## config.mk

```make
export PLATFORM = sky130hd
export DESIGN_NAME = page_write_buffer
export DESIGN_NICKNAME = d
export VERILOG_FILES = /design/src/rtl/pwb_pkg.sv /design/src/rtl/pwb_low_pick.sv /design/src/rtl/pwb_page_store.sv /design/src/rtl/pwb_ctrl.sv /design/src/rtl/page_write_buffer.sv
export SDC_FILE = /design/constraint.sdc
export NUM_CORES = 1
export LEC_CHECK = 0
export BUFFER_PORTS_ARGS = -buffer_cell sky130_fd_sc_hd__buf_2
export CAP_MARGIN = 30
export CORE_AREA = 2 2 181 183
export DETAILED_ROUTE_END_ITERATION = 12
export DIE_AREA = 0 0 183 185
export SLEW_MARGIN = 20
export SYNTH_ARGS = -nofsm -noshare
export SYNTH_HDL_FRONTEND = slang
export SYNTH_SLANG_ARGS = --single-unit
```

## constraint.sdc

```tcl
create_clock -name clk -period 2.8 [get_ports clk]
set_input_delay 0.42 -clock clk [delete_from_list [all_inputs] [get_ports clk]]
set_output_delay 0.42 -clock clk [all_outputs]
set_load 0.02 [all_outputs]
```

## src/rtl/pwb_pkg.sv

```systemverilog
package pwb_pkg;
  typedef enum logic [1:0] {
    ST_IDLE    = 2'd0,
    ST_COLLECT = 2'd1,
    ST_DRAIN   = 2'd2,
    ST_SETTLE  = 2'd3
  } pwb_state_e;
endpackage

```

## src/rtl/pwb_low_pick.sv

```systemverilog
// Finds the lowest set bit of a vector.
module pwb_low_pick #(
  parameter int N     = 16,
  parameter int IDX_W = 4
) (
  input  logic [N-1:0]     vec,
  output logic             any,
  output logic [IDX_W-1:0] idx
);
  always_comb begin
    any = |vec;
    idx = '0;
    for (int i = N - 1; i >= 0; i--) begin
      if (vec[i]) idx = IDX_W'(i);
    end
  end
endmodule

```

## src/rtl/pwb_page_store.sv

```systemverilog
// Page-sized byte store with a per-position loaded mask.
module pwb_page_store #(
  parameter int PAGE_BYTES = 16,
  parameter int DATA_W     = 8,
  parameter int OFF_W      = 4
) (
  input  logic              clk,
  input  logic              rst_n,
  input  logic              clear,
  input  logic              load_en,
  input  logic [OFF_W-1:0]  load_off,
  input  logic [DATA_W-1:0] load_data,
  input  logic              drop_en,
  input  logic [OFF_W-1:0]  drop_off,
  input  logic [OFF_W-1:0]  rd_off,
  output logic [PAGE_BYTES-1:0] mask,
  output logic [DATA_W-1:0] rd_data
);
  logic [PAGE_BYTES-1:0][DATA_W-1:0] bytes_flat;

  for (genvar g = 0; g < PAGE_BYTES; g++) begin : g_slot
    logic              hit_load;
    logic              hit_drop;
    logic              v_q;
    logic [DATA_W-1:0] d_q;

    assign hit_load = load_en && (load_off == OFF_W'(g));
    assign hit_drop = drop_en && (drop_off == OFF_W'(g));

    always_ff @(posedge clk or negedge rst_n) begin
      if (!rst_n) begin
        v_q <= 1'b0;
        d_q <= '0;
      end else begin
        if (clear)         v_q <= 1'b0;
        else if (hit_load) v_q <= 1'b1;
        else if (hit_drop) v_q <= 1'b0;
        if (hit_load && !clear) d_q <= load_data;
      end
    end

    assign mask[g]       = v_q;
    assign bytes_flat[g] = d_q;
  end

  assign rd_data = bytes_flat[rd_off];
endmodule

```

## src/rtl/pwb_ctrl.sv

```systemverilog
// Session, commit and write-cycle sequencing.
module pwb_ctrl
  import pwb_pkg::*;
#(
  parameter int ADDR_W     = 16,
  parameter int OFF_W      = 4,
  parameter int SETTLE_CYC = 4
) (
  input  logic                    clk,
  input  logic                    rst_n,
  input  logic                    start_valid,
  input  logic [ADDR_W-1:0]       start_addr,
  input  logic                    in_valid,
  input  logic                    cs_rise,
  input  logic                    byte_aligned,
  input  logic                    any_loaded,
  input  logic                    last_fire,
  output logic                    busy,
  output logic                    in_ready,
  output logic                    load_en,
  output logic [OFF_W-1:0]        load_off,
  output logic                    clear,
  output logic                    draining,
  output logic [ADDR_W-OFF_W-1:0] page_base,
  output logic                    wel_clr
);
  localparam int BASE_W = ADDR_W - OFF_W;
  localparam int CNT_W  = (SETTLE_CYC > 1) ? $clog2(SETTLE_CYC) : 1;
  localparam logic [OFF_W-1:0] OFF_ONE  = OFF_W'(1);
  localparam logic [CNT_W-1:0] CNT_ONE  = CNT_W'(1);
  localparam logic [CNT_W-1:0] CNT_INIT = CNT_W'(SETTLE_CYC - 1);

  pwb_state_e       state_q, state_d;
  logic [OFF_W-1:0] ptr_q;
  logic [BASE_W-1:0] base_q;
  logic [CNT_W-1:0] cnt_q;
  logic             start_take;
  logic             commit_ok;

  assign busy       = (state_q == ST_DRAIN) || (state_q == ST_SETTLE);
  assign in_ready   = !busy;
  assign draining   = (state_q == ST_DRAIN);
  assign start_take = start_valid && !busy;
  assign load_en    = (state_q == ST_COLLECT) && in_valid && !start_valid;
  assign load_off   = ptr_q;
  assign page_base  = base_q;
  assign commit_ok  = byte_aligned && (any_loaded || load_en);
  assign wel_clr    = (state_q == ST_SETTLE) && (cnt_q == '0);

  always_comb begin
    state_d = state_q;
    clear   = 1'b0;
    unique case (state_q)
      ST_IDLE: begin
        if (start_take) begin
          state_d = ST_COLLECT;
          clear   = 1'b1;
        end
      end
      ST_COLLECT: begin
        if (start_take) begin
          clear = 1'b1;
        end else if (cs_rise) begin
          if (commit_ok) begin
            state_d = ST_DRAIN;
          end else begin
            state_d = ST_IDLE;
            clear   = 1'b1;
          end
        end
      end
      ST_DRAIN:  if (last_fire) state_d = ST_SETTLE;
      ST_SETTLE: if (cnt_q == '0) state_d = ST_IDLE;
      default:   state_d = ST_IDLE;
    endcase
  end

  always_ff @(posedge clk or negedge rst_n) begin
    if (!rst_n) begin
      state_q <= ST_IDLE;
      ptr_q   <= '0;
      base_q  <= '0;
      cnt_q   <= '0;
    end else begin
      state_q <= state_d;
      if (start_take) begin
        ptr_q  <= start_addr[OFF_W-1:0];
        base_q <= start_addr[ADDR_W-1:OFF_W];
      end else if (load_en) begin
        ptr_q <= ptr_q + OFF_ONE;
      end
      if (state_q == ST_DRAIN && last_fire) cnt_q <= CNT_INIT;
      else if (state_q == ST_SETTLE && cnt_q != '0) cnt_q <= cnt_q - CNT_ONE;
    end
  end
endmodule

```

## src/rtl/page_write_buffer.sv

```systemverilog
// Top: page-write byte collector with commit on aligned chip-select rise.
module page_write_buffer #(
  parameter int ADDR_W     = 16,
  parameter int DATA_W     = 8,
  parameter int PAGE_BYTES = 16,
  parameter int SETTLE_CYC = 4
) (
  input  logic              clk,
  input  logic              rst_n,
  input  logic              start_valid,
  input  logic [ADDR_W-1:0] start_addr,
  input  logic              in_valid,
  output logic              in_ready,
  input  logic [DATA_W-1:0] in_data,
  input  logic              byte_aligned,
  input  logic              cs_rise,
  output logic              arr_valid,
  input  logic              arr_ready,
  output logic [ADDR_W-1:0] arr_addr,
  output logic [DATA_W-1:0] arr_data,
  output logic              busy,
  output logic              wel_clr
);
  localparam int OFF_W  = $clog2(PAGE_BYTES);
  localparam int BASE_W = ADDR_W - OFF_W;
  localparam logic [PAGE_BYTES-1:0] MASK_ONE = PAGE_BYTES'(1);

  logic                  load_en;
  logic [OFF_W-1:0]      load_off;
  logic                  clear;
  logic                  draining;
  logic [BASE_W-1:0]     page_base;
  logic [PAGE_BYTES-1:0] mask;
  logic                  any_loaded;
  logic [OFF_W-1:0]      pick;
  logic                  arr_fire;
  logic                  last_fire;

  assign arr_valid = draining && any_loaded;
  assign arr_fire  = arr_valid && arr_ready;
  assign last_fire = arr_fire && ((mask & (mask - MASK_ONE)) == '0);
  assign arr_addr  = {page_base, pick};

  pwb_ctrl #(
    .ADDR_W    (ADDR_W),
    .OFF_W     (OFF_W),
    .SETTLE_CYC(SETTLE_CYC)
  ) u_ctrl (
    .clk         (clk),
    .rst_n       (rst_n),
    .start_valid (start_valid),
    .start_addr  (start_addr),
    .in_valid    (in_valid),
    .cs_rise     (cs_rise),
    .byte_aligned(byte_aligned),
    .any_loaded  (any_loaded),
    .last_fire   (last_fire),
    .busy        (busy),
    .in_ready    (in_ready),
    .load_en     (load_en),
    .load_off    (load_off),
    .clear       (clear),
    .draining    (draining),
    .page_base   (page_base),
    .wel_clr     (wel_clr)
  );

  pwb_page_store #(
    .PAGE_BYTES(PAGE_BYTES),
    .DATA_W    (DATA_W),
    .OFF_W     (OFF_W)
  ) u_store (
    .clk      (clk),
    .rst_n    (rst_n),
    .clear    (clear),
    .load_en  (load_en),
    .load_off (load_off),
    .load_data(in_data),
    .drop_en  (arr_fire),
    .drop_off (pick),
    .rd_off   (pick),
    .mask     (mask),
    .rd_data  (arr_data)
  );

  pwb_low_pick #(
    .N    (PAGE_BYTES),
    .IDX_W(OFF_W)
  ) u_pick (
    .vec(mask),
    .any(any_loaded),
    .idx(pick)
  );
endmodule

```

==> flow_summary.html <==
<table>
<tr><th>Metric</th><th>Value</th></tr>
<tr><th colspan="2">Run status</th></tr>
<tr><td>Outcome</td><td>finished with violations</td></tr>
<tr><td>Violated checks</td><td>setup timing</td></tr>
<tr><th colspan="2">Power and ir drop</th></tr>
<tr><td>Total power draw</td><td>0.00639 W</td></tr>
<tr><td>Cell Pwr Density</td><td>614 mW/mm2</td></tr>
<tr><td>Maximum VDD drop</td><td>368 uV</td></tr>
<tr><td>Static leakage</td><td>4.87 nW</td></tr>
<tr><th colspan="2">Drt</th></tr>
<tr><td>Post-route DRC</td><td>0</td></tr>
<tr><td>Average wire per cell in the routed design</td><td>19.0 um</td></tr>
<tr><td>Count of vias placed by the detailed router</td><td>5996</td></tr>
<tr><td>Via/cell ratio</td><td>4.92</td></tr>
<tr><td>Number of DRC markers after the initial detailed-route iteration</td><td>432</td></tr>
<tr><td>WL final</td><td>23.1 mm</td></tr>
<tr><td>Number of nets with antenna violations after routing</td><td>0</td></tr>
<tr><td>Number of iterations in the first detailed-routing pass</td><td>5</td></tr>
<tr><th colspan="2">CTS</th></tr>
<tr><td>TritonCTS Buffers</td><td>17</td></tr>
<tr><td># H-tree levels</td><td>4</td></tr>
<tr><td>CTS hold repair buffers</td><td>0</td></tr>
<tr><td>Clock slew at the register clock pins of the worst setup and hold paths</td><td>0.06 ns</td></tr>
<tr><td>Clock latency at the later pin of the worst-skew pair</td><td>0.44 ns</td></tr>
<tr><td>Buffer depth of the longest clock path</td><td>2</td></tr>
<tr><td>Clock tree from TritonCTS</td><td>yes</td></tr>
<tr><td>Number of clock sinks</td><td>164</td></tr>
<tr><td>Cell chosen for the clock root</td><td>clkbuf_16</td></tr>
<tr><th colspan="2">Critical path</th></tr>
<tr><td>Setup CP Type</td><td>flop to output pin</td></tr>
<tr><td>Arrival time worst endpoint</td><td>2.92 ns</td></tr>
<tr><td>Kind of cell with the highest combined delay on the critical path</td><td>compound AO/OA/AOI/OAI gates</td></tr>
<tr><td>Element type at the critical path start</td><td>flop</td></tr>
<tr><td>Critical-path cell with the highest stage delay</td><td>dfrtp_1</td></tr>
<tr><td>Count of buffering cells on the critical path with inverters included</td><td>4</td></tr>
<tr><td>Kind of end point of the critical path</td><td>output pin</td></tr>
<tr><td>Critical path, cell by cell</td><td>buf_4 -&gt; nor2_1 -&gt; o311a_1 -&gt; or2_4 -&gt; and2_4 -&gt; clkinv_4 -&gt; a211oi_4 -&gt; buf_4 -&gt; a22oi_1 -&gt; and3_1 -&gt; o21ai_1 -&gt; buf_4</td></tr>
<tr><td>Req. time, crit path</td><td>2.38 ns</td></tr>
<tr><td>CP max FO</td><td>6</td></tr>
<tr><td>Maximum cell stage delay along the critical path</td><td>0.45 ns</td></tr>
<tr><td>Crit-path most repeated cell</td><td>buf_4</td></tr>
<tr><th colspan="2">Floorplan</th></tr>
<tr><td>IO Count</td><td>59</td></tr>
<tr><td>Overall die area</td><td>0.0339 mm2</td></tr>
<tr><td>Starting density of the core</td><td>0.246</td></tr>
<tr><td>Die Width</td><td>183 um</td></tr>
<tr><td>Die Ht</td><td>185 um</td></tr>
<tr><td>Core area</td><td>0.0320 mm2</td></tr>
<tr><td>Number of rows in the core area</td><td>66</td></tr>
<tr><th colspan="2">Synthesis</th></tr>
<tr><td>#FFs+latches synth</td><td>164</td></tr>
<tr><td>Ranking of synthesized cells by instance count</td><td>dfrtp_1 (164), mux2_2 (124), o21ai_0 (39), nor2_1 (36), nand2_1 (27)</td></tr>
<tr><td>Synth warn</td><td>0</td></tr>
<tr><td>Leading cell type by number of instances after synthesis</td><td>dfrtp_1</td></tr>
<tr><td>EDFF count, synth</td><td>0</td></tr>
<tr><td>Post-synth design cell area</td><td>0.00788 mm2</td></tr>
<tr><td>Leading post-synthesis cells by cell area</td><td>dfrtp_1 (52%), mux2_2 (18%), mux2_4 (3.0%)</td></tr>
<tr><td>Yosys top cell by area</td><td>dfrtp_1</td></tr>
<tr><td>Synthesized Nets</td><td>681</td></tr>
<tr><td>Number of distinct library cells after synthesis</td><td>71</td></tr>
<tr><td>Top_reg_cell synth</td><td>dfrtp_1</td></tr>
<tr><td>Share of synthesized area occupied by flip-flops and latches</td><td>0.521</td></tr>
<tr><td>Mapped Cells</td><td>645</td></tr>
<tr><td>Area fraction of the dominant cell type after synthesis</td><td>0.521</td></tr>
<tr><td>Async SR Flop Fraction</td><td>1.00</td></tr>
<tr><td>Avg Cell Area, Syn</td><td>12.2 um2</td></tr>
<tr><th colspan="2">Timing</th></tr>
<tr><td>Period utilisation layout</td><td>1.19</td></tr>
<tr><td>Peak clock frequency supported by timing</td><td>300 MHz</td></tr>
<tr><td>Max_slew headroom</td><td>0.444</td></tr>
<tr><td>Setup-failing EPs final</td><td>8</td></tr>
<tr><td>RSZ-0062 raised after global routing</td><td>yes</td></tr>
<tr><td>Worst setup slack after layout</td><td>-0.537 ns</td></tr>
<tr><td>Final slew viol count</td><td>0</td></tr>
<tr><td>Shortest period the worst path allows</td><td>3.34 ns</td></tr>
<tr><td>Layout Skew</td><td>0.0143 ns</td></tr>
<tr><td>Tightest Pin Transition</td><td>0.833 ns</td></tr>
<tr><td>Count of endpoints failing hold in the final timing report</td><td>0</td></tr>
<tr><th colspan="2">Global routing</th></tr>
<tr><td>Number of antenna violations at the first check in global routing</td><td>0</td></tr>
<tr><td>Remaining global-route overflow</td><td>0</td></tr>
<tr><td>Via count of the first global-routing pass</td><td>6143</td></tr>
<tr><td>First-pass GRT wire length</td><td>36.2 mm</td></tr>
<tr><td>Total track usage</td><td>0.141</td></tr>
<tr><td>Maximum number of pins on one net before global-route repair</td><td>86</td></tr>
<tr><th colspan="2">Placement</th></tr>
<tr><td>Number of cells in the design after placement</td><td>1179</td></tr>
<tr><td>HPWL after detailed placement</td><td>15.8 mm</td></tr>
<tr><td>Port buffer count</td><td>58</td></tr>
<tr><td>DP Worst Slack</td><td>-0.199 ns</td></tr>
<tr><td>Routability congestion estimate from global placement</td><td>0.832</td></tr>
<tr><th colspan="2">Finish</th></tr>
<tr><td>Fin nets</td><td>834</td></tr>
<tr><td>Share of final-layout standard cells stronger than drive strength 1</td><td>0.498</td></tr>
<tr><td>Area growth from synthesis to final layout</td><td>32.0%</td></tr>
<tr><td>Final Instance Count excl. Fillers</td><td>1218</td></tr>
<tr><td>Antenna Cells</td><td>0</td></tr>
<tr><td>Count of fill cells added during filler insertion</td><td>3211</td></tr>
<tr><th colspan="2">Flow run</th></tr>
<tr><td>Reported max-cap violation count</td><td>0</td></tr>
<tr><th colspan="2">Worst hold path</th></tr>
<tr><td>Hold crit path type</td><td>input port to asynchronous set/reset pin</td></tr>
</table>
[worst paths after layout]
kind                                                    startpoint                                    end  slack, ns  depth (start not counted)
worst max-delay path            u_store.g_slot[10].v_q$_DFFE_PN0P_                            arr_data[5]      -0.54                         12
worst min-delay path                                         rst_n        u_ctrl.page_base[7]$_DFFE_PN0P_       0.04                          1
worst max register to register   u_store.g_slot[4].v_q$_DFFE_PN0P_   u_store.g_slot[4].d_q[6]$_DFFE_PN0P_       0.23                         10
worst min register to register     u_ctrl.page_base[3]$_DFFE_PN0P_        u_ctrl.page_base[3]$_DFFE_PN0P_       0.50                          1
max in group asynchronous                                    rst_n  u_store.g_slot[13].d_q[5]$_DFFE_PN0P_       2.00                          2
min in group clk                                     start_addr[2]         u_ctrl.load_off[2]$_DFFE_PN0P_       0.20                          3
[cell usage in the layout (no fill, tap or decap), types with 4 or more instances in the layout]
master     count
inv_1         19
buf_12         8
nand3_1       11
and3_1         7
a21oi_1       12
mux2_4        16
buf_2         49
dfrtp_1      162
a22oi_1       15
a221oi_2       9
o2bb2ai_1      4
or3_1          4
clkbuf_16     17
nand2_1       26
a222oi_1      10
or2_4          5
clkinv_4       4
buf_4         92
ha_1           5
buf_6         18
nor2_1        32
nand2_2        4
a221oi_1       4
mux2_2       124
a22o_1        10
nand4_1        4
o21ai_0       37
[metal layers]
| layer | part of all wire | up-vias | track usage | routed length (um) |
|---|---|---|---|---|
| li1 | - | 2707 | - | - |
| met4 | 0.040 | 0 | 0.0730 | 920 |
| met3 | 0.035 | 49 | 0.0250 | 810 |
| met5 | 0 | - | 0 | 0 |
| met1 | 0.45 | 3094 | 0.183 | 10400 |
| met2 | 0.48 | 146 | 0.227 | 11000 |
[through the flow]
step | util | setup TNS [ns] | area (um2) | hold slack, ns
CTS | 0.323 | -3.82 | 10300 | 0.0874
finish | 0.325 | -3.54 | 10400 | 0.0439
floorplan | - | 0 | 7880 | 0.124
detailed placement | 0.293 | -1.20 | 9390 | 0.485
global route | 0.325 | -4.45 | 10400 | 0.111
global placement | 0.293 | -1.29 | 9390 | 0.485
[power by group]
part / switching, W / leakage (nW) / internal, W
clock: 0.00100 / 0.282 / 0.00135
combinational: 0.000578 / 2.38 / 0.000596
sequential: 0.000183 / 2.21 / 0.00268
[state kept, by name, indices dropped and copies added (netlist names), named ones only]
register and flops:
u_ctrl.cnt_q 2, u_ctrl.page_base 12, u_ctrl.state_q 1, u_store.g_slot.v_q 16
u_store.g_slot.d_q 128, u_ctrl.load_off 4
[area by class of cell]
class | instances | area (um2) | area share
inverter | 21 | 83.8 | 0.00806
clock buffer | 19 | 443 | 0.0426
multi-input combinational | 426 | 3800 | 0.365
sequential | 164 | 4110 | 0.395
clock inverter | 12 | 144 | 0.0138
tap | 408 | 510 | 0.0491
timing repair buffer | 168 | 1310 | 0.126
[repair_timing]
action,CTS,global route
gates resized for setup,59,25
endpoints found under the setup margin,8,9
pin swaps,24,22
gates cloned,1,0
setup buffers,10,3
[cell families (layout without fill, tap and decap cells)]
group           after synthesis  count (layout)  synth area share
xor+xnor                      4               4           0.00445
buf+inv                      55             220            0.0319
mux                         141             141             0.209
flops                       164             164             0.521
fa+ha+maj                     7               7            0.0105
simple gates                130             130            0.0873
compound gates              144             144             0.136
[worst reg2reg max path, cell delays in order, from the launching register on]
cell and delay (ns):
dfrtp_1 0.38, buf_4 0.17, nor4_4 0.34, nand2_2 0.14, buf_4 0.17, o31ai_2 0.30, a31oi_1 0.16, nor2_2 0.14
or4_1 0.18, buf_12 0.16, mux2_4 0.31
No activity file was read; power rests on OpenSTA's default activity.
